### src/rtl/wdt_pkg.sv
// Shared constants for the keyed watchdog: register map, key words and
// posted-write slot numbering. Assumes a 3-bit register address.
package wdt_pkg;
    localparam int ADDR_W = 3;
    localparam int DATA_W = 32;
    localparam int NSLOT  = 4;

    localparam logic [ADDR_W-1:0] A_REV  = 3'd0;
    localparam logic [ADDR_W-1:0] A_CTRL = 3'd1;
    localparam logic [ADDR_W-1:0] A_CNT  = 3'd2;
    localparam logic [ADDR_W-1:0] A_LOAD = 3'd3;
    localparam logic [ADDR_W-1:0] A_SVC  = 3'd4;
    localparam logic [ADDR_W-1:0] A_PEND = 3'd5;
    localparam logic [ADDR_W-1:0] A_KEY  = 3'd6;

    localparam int S_CTRL = 0;
    localparam int S_LOAD = 1;
    localparam int S_SVC  = 2;
    localparam int S_KEY  = 3;

    localparam logic [DATA_W-1:0] KEY_GO1   = 32'h0000_BBBB;
    localparam logic [DATA_W-1:0] KEY_GO2   = 32'h0000_4444;
    localparam logic [DATA_W-1:0] KEY_HALT1 = 32'h0000_AAAA;
    localparam logic [DATA_W-1:0] KEY_HALT2 = 32'h0000_5555;

    // Register address served by a posted slot.
    function automatic logic [ADDR_W-1:0] slot_addr(input int s);
        case (s)
            S_CTRL:  return A_CTRL;
            S_LOAD:  return A_LOAD;
            S_SVC:   return A_SVC;
            default: return A_KEY;
        endcase
    endfunction

    // Bit position of a slot's flag in the pending register.
    function automatic int slot_pbit(input int s);
        case (s)
            S_CTRL:  return 0;
            S_LOAD:  return 2;
            S_SVC:   return 3;
            default: return 4;
        endcase
    endfunction
endpackage

### src/rtl/wdt_post_slot.sv
// One posted-write slot. It captures a bus write, holds it pending and
// releases it as a one-cycle apply strobe on the second functional tick
// after the write. A fresh write restarts the delay.
// Assumes func_tick is a single-cycle enable.
module wdt_post_slot #(
    parameter int DW = 32
) (
    input  logic          clk,
    input  logic          rst_n,
    input  logic          func_tick,
    input  logic          wr,
    input  logic [DW-1:0] wdata,
    output logic          pend,
    output logic          apply,
    output logic [DW-1:0] data
);
    logic seen_one;

    // Apply strobe: second tick of a pending write, unless a new write lands.
    assign apply = pend && func_tick && seen_one && !wr;

    // Capture the write, then count ticks until it takes effect.
    always_ff @(posedge clk) begin
        if (!rst_n) begin
            pend     <= 1'b0;
            seen_one <= 1'b0;
            data     <= '0;
        end else if (wr) begin
            pend     <= 1'b1;
            seen_one <= 1'b0;
            data     <= wdata;
        end else if (pend && func_tick) begin
            if (seen_one) pend <= 1'b0;
            seen_one <= ~seen_one;
        end
    end
endmodule

### src/rtl/wdt_key_seq.sv
// Two-word key checker for the start/stop register. It looks at applied
// key words only. A start or stop pair must be back to back among
// applied key words, and any other word drops a half-entered pair.
module wdt_key_seq
    import wdt_pkg::*;
(
    input  logic              clk,
    input  logic              rst_n,
    input  logic              apply,
    input  logic [DATA_W-1:0] word,
    output logic              run
);
    logic arm_go, arm_halt;

    // Track the first key word and switch the run state on the second.
    always_ff @(posedge clk) begin
        if (!rst_n) begin
            run      <= 1'b0;
            arm_go   <= 1'b0;
            arm_halt <= 1'b0;
        end else if (apply) begin
            if (arm_go && word == KEY_GO2)     run <= 1'b1;
            if (arm_halt && word == KEY_HALT2) run <= 1'b0;
            arm_go   <= (word == KEY_GO1);
            arm_halt <= (word == KEY_HALT1);
        end
    end
endmodule

### src/rtl/wdt_tick_counter.sv
// Prescaler and up-counter. When running, the counter steps on each
// functional tick, or once every 2^ratio ticks when the prescaler is on.
// Rolling over from all-ones reloads it and raises a one-cycle wrap pulse.
// A service reload takes priority over counting.
module wdt_tick_counter #(
    parameter int CNT_W   = 32,
    parameter int RATIO_W = 3
) (
    input  logic               clk,
    input  logic               rst_n,
    input  logic               func_tick,
    input  logic               run,
    input  logic               pre_en,
    input  logic [RATIO_W-1:0] ratio,
    input  logic               ps_clr,
    input  logic               reload,
    input  logic [CNT_W-1:0]   load_val,
    output logic [CNT_W-1:0]   count,
    output logic               wrap
);
    localparam int PS_W = (1 << RATIO_W) - 1;

    logic [PS_W-1:0] ps, lim;
    logic            step, adv;

    assign lim  = (PS_W'(1) << ratio) - PS_W'(1);
    assign step = !pre_en || (ps == lim);
    assign adv  = run && func_tick;

    // Prescaler phase: restarted by reload or a control update.
    always_ff @(posedge clk) begin
        if (!rst_n)                ps <= '0;
        else if (reload || ps_clr) ps <= '0;
        else if (adv)              ps <= step ? '0 : ps + PS_W'(1);
    end

    // Counter with reload priority and rollover detection.
    always_ff @(posedge clk) begin
        if (!rst_n) begin
            count <= '0;
            wrap  <= 1'b0;
        end else begin
            wrap <= 1'b0;
            if (reload) begin
                count <= load_val;
            end else if (adv && step) begin
                if (&count) begin
                    count <= load_val;
                    wrap  <= 1'b1;
                end else begin
                    count <= count + CNT_W'(1);
                end
            end
        end
    end
endmodule

### src/rtl/keyed_watchdog.sv
// Top of the keyed watchdog. It holds the posted-write slots, the
// effective control, load and service registers, the key checker, the
// counter and the read mux. Assumes rd_data is registered by the bus side.
module keyed_watchdog
    import wdt_pkg::*;
#(
    parameter int         CNT_W    = 32,
    parameter int         RATIO_W  = 3,
    parameter logic [7:0] REVISION = 8'h31
) (
    input  logic              clk,
    input  logic              rst_n,
    input  logic              func_tick,
    input  logic              wr_en,
    input  logic [ADDR_W-1:0] wr_addr,
    input  logic [DATA_W-1:0] wr_data,
    input  logic [ADDR_W-1:0] rd_addr,
    output logic [DATA_W-1:0] rd_data,
    output logic              wdt_rst_o
);
    logic [DATA_W-1:0]  stage [NSLOT];
    logic [NSLOT-1:0]   pend_vec, apply_vec;
    logic [DATA_W-1:0]  pend_reg;
    logic               pre_en, run, reload;
    logic [RATIO_W-1:0] ratio;
    logic [CNT_W-1:0]   load_q, count;
    logic [DATA_W-1:0]  svc_q;
    logic               key_apply;
    logic [DATA_W-1:0]  key_word;
    logic               unused_ctrl_bits;

    // One posted slot per writable register.
    for (genvar s = 0; s < NSLOT; s++) begin : g_slot
        wdt_post_slot #(.DW(DATA_W)) u_slot (
            .clk      (clk),
            .rst_n    (rst_n),
            .func_tick(func_tick),
            .wr       (wr_en && wr_addr == slot_addr(s)),
            .wdata    (wr_data),
            .pend     (pend_vec[s]),
            .apply    (apply_vec[s]),
            .data     (stage[s])
        );
    end

    // Place each slot's pending flag at its register bit.
    always_comb begin
        pend_reg = '0;
        for (int s = 0; s < NSLOT; s++) pend_reg[slot_pbit(s)] = pend_vec[s];
    end

    assign unused_ctrl_bits = ^{stage[S_CTRL][DATA_W-1:6], stage[S_CTRL][1:0]};
    assign reload    = apply_vec[S_SVC] && (stage[S_SVC] != svc_q);
    assign key_apply = apply_vec[S_KEY];
    assign key_word  = stage[S_KEY];

    // Effective registers, updated when their posted write lands.
    always_ff @(posedge clk) begin
        if (!rst_n) begin
            pre_en <= 1'b0;
            ratio  <= '0;
            load_q <= '0;
            svc_q  <= '0;
        end else begin
            if (apply_vec[S_CTRL]) begin
                pre_en <= stage[S_CTRL][5];
                ratio  <= stage[S_CTRL][2 +: RATIO_W];
            end
            if (apply_vec[S_LOAD]) load_q <= stage[S_LOAD][CNT_W-1:0];
            if (reload)            svc_q  <= stage[S_SVC];
        end
    end

    wdt_key_seq u_key (
        .clk  (clk),
        .rst_n(rst_n),
        .apply(key_apply),
        .word (key_word),
        .run  (run)
    );

    wdt_tick_counter #(.CNT_W(CNT_W), .RATIO_W(RATIO_W)) u_cnt (
        .clk      (clk),
        .rst_n    (rst_n),
        .func_tick(func_tick),
        .run      (run),
        .pre_en   (pre_en),
        .ratio    (ratio),
        .ps_clr   (apply_vec[S_CTRL]),
        .reload   (reload),
        .load_val (load_q),
        .count    (count),
        .wrap     (wdt_rst_o)
    );

    // Read mux over the register map.
    always_comb begin
        rd_data = '0;
        case (rd_addr)
            A_REV:   rd_data[7:0] = REVISION;
            A_CTRL:  begin
                rd_data[5] = pre_en;
                rd_data[2 +: RATIO_W] = ratio;
            end
            A_CNT:   rd_data = DATA_W'(count);
            A_LOAD:  rd_data = DATA_W'(load_q);
            A_SVC:   rd_data = svc_q;
            A_PEND:  rd_data = pend_reg;
            default: rd_data = '0;
        endcase
    end
endmodule

### config.mk
export PLATFORM = sky130hd
export DESIGN_NAME = keyed_watchdog
export DESIGN_NICKNAME = d
export VERILOG_FILES = /design/src/rtl/wdt_pkg.sv /design/src/rtl/wdt_post_slot.sv /design/src/rtl/wdt_key_seq.sv /design/src/rtl/wdt_tick_counter.sv /design/src/rtl/keyed_watchdog.sv
export SDC_FILE = /design/constraint.sdc
export NUM_CORES = 1
export LEC_CHECK = 0
export ABC_CLOCK_PERIOD_IN_PS = 3600
export BUFFER_PORTS_ARGS = -buffer_cell sky130_fd_sc_hd__clkbuf_2
export CORE_ASPECT_RATIO = 0.9
export CORE_MARGIN = 1
export CORE_UTILIZATION = 54
export CTS_CLUSTER_SIZE = 24
export DETAILED_ROUTE_END_ITERATION = 6
export PLACE_DENSITY_LB_ADDON = 0.1
export SLEW_MARGIN = 5
export SYNTH_ARGS = -nofsm -noshare
export SYNTH_HDL_FRONTEND = slang
export SYNTH_HIERARCHICAL = 1
export SYNTH_SLANG_ARGS = --single-unit
export TNS_END_PERCENT = 5
### constraint.sdc
create_clock -name clk -period 3.6 [get_ports clk]
set_input_delay 0.54 -clock clk [delete_from_list [all_inputs] [get_ports clk]]
set_output_delay 0.54 -clock clk [all_outputs]
set_load 0.01 [all_outputs]
==> impl_results.md <==
* Die ar. at 0.0211 mm^2
* FP Rows at 49
* PD cells at 436 mW/mm^2
* Drt pass-1 iters at 5
* Number of DRC markers in iteration 0 at 739
* Worst-Skew Late Latency at 520 ps
* RSZ-0062 raised after global routing: false
* CTS tree: yes
* Clock period minus worst slack at 3360 ps
* Remaining DRCs at 0
* Crit path max-delay family: compound AO/OA/AOI/OAI gates
* Fraction of layout cells with a size suffix above 1 at 13.2%
* R2r startpoint: u_cnt/count[0]
* CP max-delay cell: o31ai_4
* Util after Layout at 60.9%
* Max incr delay on CP at 890 ps
* Synth warn at 6
* Final WL at 29.1 mm
* Leak at 0.00394 uW
* Hold WC Path Type: primary input to flip-flop
* Final hold violation count at 0
* GRT overflow at 0
* CTS buffer count at 24
* Worst VDD drop at 0.494 mV
* Area Overhead vs Synth at 10.3%
* Most flops, register: g_slot.u_slot/data
* CTS sink cnt at 219
* CP bufs+invs at 1
* Die height at 138 um
* Initial antenna violation count at 0
* Final setup fails at 0
* Via Count at 8,611
* Resized Gates After CTS at 0
* Maximum clock path buffer count at 3
* Largest register FFs at 100
* H-tree Lvls at 1
* Post-Syn Area at 0.0111 mm^2
* Fin. max-slew vios at 0
* Total GRT Usage at 27.4%
* Global-route layer with the greatest usage: met2
* Diodes inserted at 0
* Grt met3 use at 3.24%
* CTS Hold Buffers Added at 0
* Hold Startpoint: wr_data[25]
* TNS Setup at 0 ps
* Setup CP Type: flip-flop to flip-flop
* CP Launch Type: flip-flop
* Largest net degree at the start of global routing at 155
* Global Route met1 Usage at 40.3%
* M2 GR Usage at 42.8%
* Worst reg-to-reg path cell count at 8
* Largest fanout on the critical path at 28
* Critical Path Start: u_cnt/count[0]
* Reg clk slew, reported paths at 60 ps
* Slew headroom at 27.6%
* Core Area at 0.0200 mm^2
* CP cell instances: ha_1, nand3_1, or4_1, o31ai_4, buf_4, a22oi_1, or2_0, a21oi_1
* Tcrit/Tclk final at 93.3%
* Mapped Cells at 1,181
* First-pass GRT wire length at 44.9 mm
* Worst setup path endpoint: u_cnt/count[31]
* Detailed Place HPWL at 20.4 mm
* Worst endpoint required time at 4050 ps
* Avg Inst Size Synth at 9.37 um^2
* Number of nets with antenna violations after routing at 0
* PortBufs at 74
* Pwr Total at 5320 uW
* Post-synthesis net count at 1,226
* Final Skew at 9.75 ps
* GPL Wtd Cong at 0.856
* # nets final at 1,266
* Reg2reg end: u_cnt/count[31]
* Reg2Reg Setup Slack at 240 ps
* CP endpoint kind: flip-flop
* Clk root buf: clkbuf_16
* Post CTS Setup Buffer Count at 0
* Crit path depth at 8
* Vias in the first global route at 7,824
* Slew @ Worst Pin at 1090 ps
* Status: complete, no violations
* Achievable Freq at 298 MHz
* Post-DR vias/cell at 5.76
* Filler cells at 1,770
* I/O Pins at 75
* Critical Path AT at 3810 ps
* Total of max-cap violations at 0
* Initial core utilization at 55.2%
* Chip Width at 153 um
* Wire per inst at 19.5 um
-- report_power, final --
part | internal [uW] | leakage (uW) | switching [uW]
Combinational | 110 | 0.00176 | 156
Sequential | 2450 | 0.00177 | 23.0
Clock | 1570 | 0.000414 | 1010
Total | 4130 | 0.00394 | 1190
-- through the flow --
stage / setup slack (ps) / cell area (um^2) / hold slack, ps / cells
5_1_grt: 39.4 / 12200 / 326 / 1494
2_1_floorplan: 487 / 11100 / 460 / 1181
6_report: 240 / 12200 / 323 / 1494
3_5_place_dp: 234 / 11400 / 478 / 1450
4_1_cts: 214 / 12200 / 313 / 1494
3_3_place_gp: 314 / 11400 / 469 / 1450
-- metal layers --
| layer | vias to the layer above | share of wire (%) |
|---|---|---|
| li1 | 4245 | - |
| met1 | 4130 | 50 |
| met2 | 197 | 44 |
| met3 | 39 | 4.1 |
| met4 | 0 | 1.8 |
| met5 | - | 0 |
-- cell type report --
| cell class | count | area (um^2) | share of cell area, % |
|---|---|---|---|
| Clock buffer | 35 | 702 | 5.75 |
| Clock inverter | 9 | 135 | 1.11 |
| Inverter | 21 | 78.8 | 0.646 |
| Multi-Input combinational cell | 859 | 6030 | 49.4 |
| Sequential cell | 219 | 4380 | 35.9 |
| Tap cell | 255 | 319 | 2.61 |
| Timing Repair Buffer | 96 | 563 | 4.61 |
-- worst register-to-register path, cell delays in order, from the launching register on --
cell     delay [ps]
dfxtp_1         450
ha_1            230
nand3_1         190
or4_1           630
o31ai_4         890
buf_4           420
a22oi_1         140
or2_0           210
a21oi_1         130
-- how the worst min path moves through the flow --
| stage | cells past startpoint | end |
|---|---|---|
| floorplan | 2 | svc_q[2] |
| global placement | 2 | svc_q[3] |
| detailed placement | 2 | svc_q[2] |
| CTS | 3 | g_slot[1].u_slot/data[25] |
| global route | 3 | g_slot[2].u_slot/data[16] |
| finish | 3 | g_slot[1].u_slot/data[25] |
-- placed cells by master, fill, tap and decap left out, types with 9 or more instances in the layout --
master     count
a211oi_1      11
a21oi_1       38
buf_4         21
clkbuf_16     24
clkbuf_2      73
dfxtp_1      219
inv_1         21
mux2i_1      203
nand2_1      147
nand2b_1       9
nand3_1       14
nand4_1       18
nor2_1        21
nor2b_1      138
nor3_1        14
nor4_1        17
o21ai_0       39
o22ai_1       23
o311ai_0       9
xnor2_1       35
Note: power is estimated with default switching activity, not from simulation.
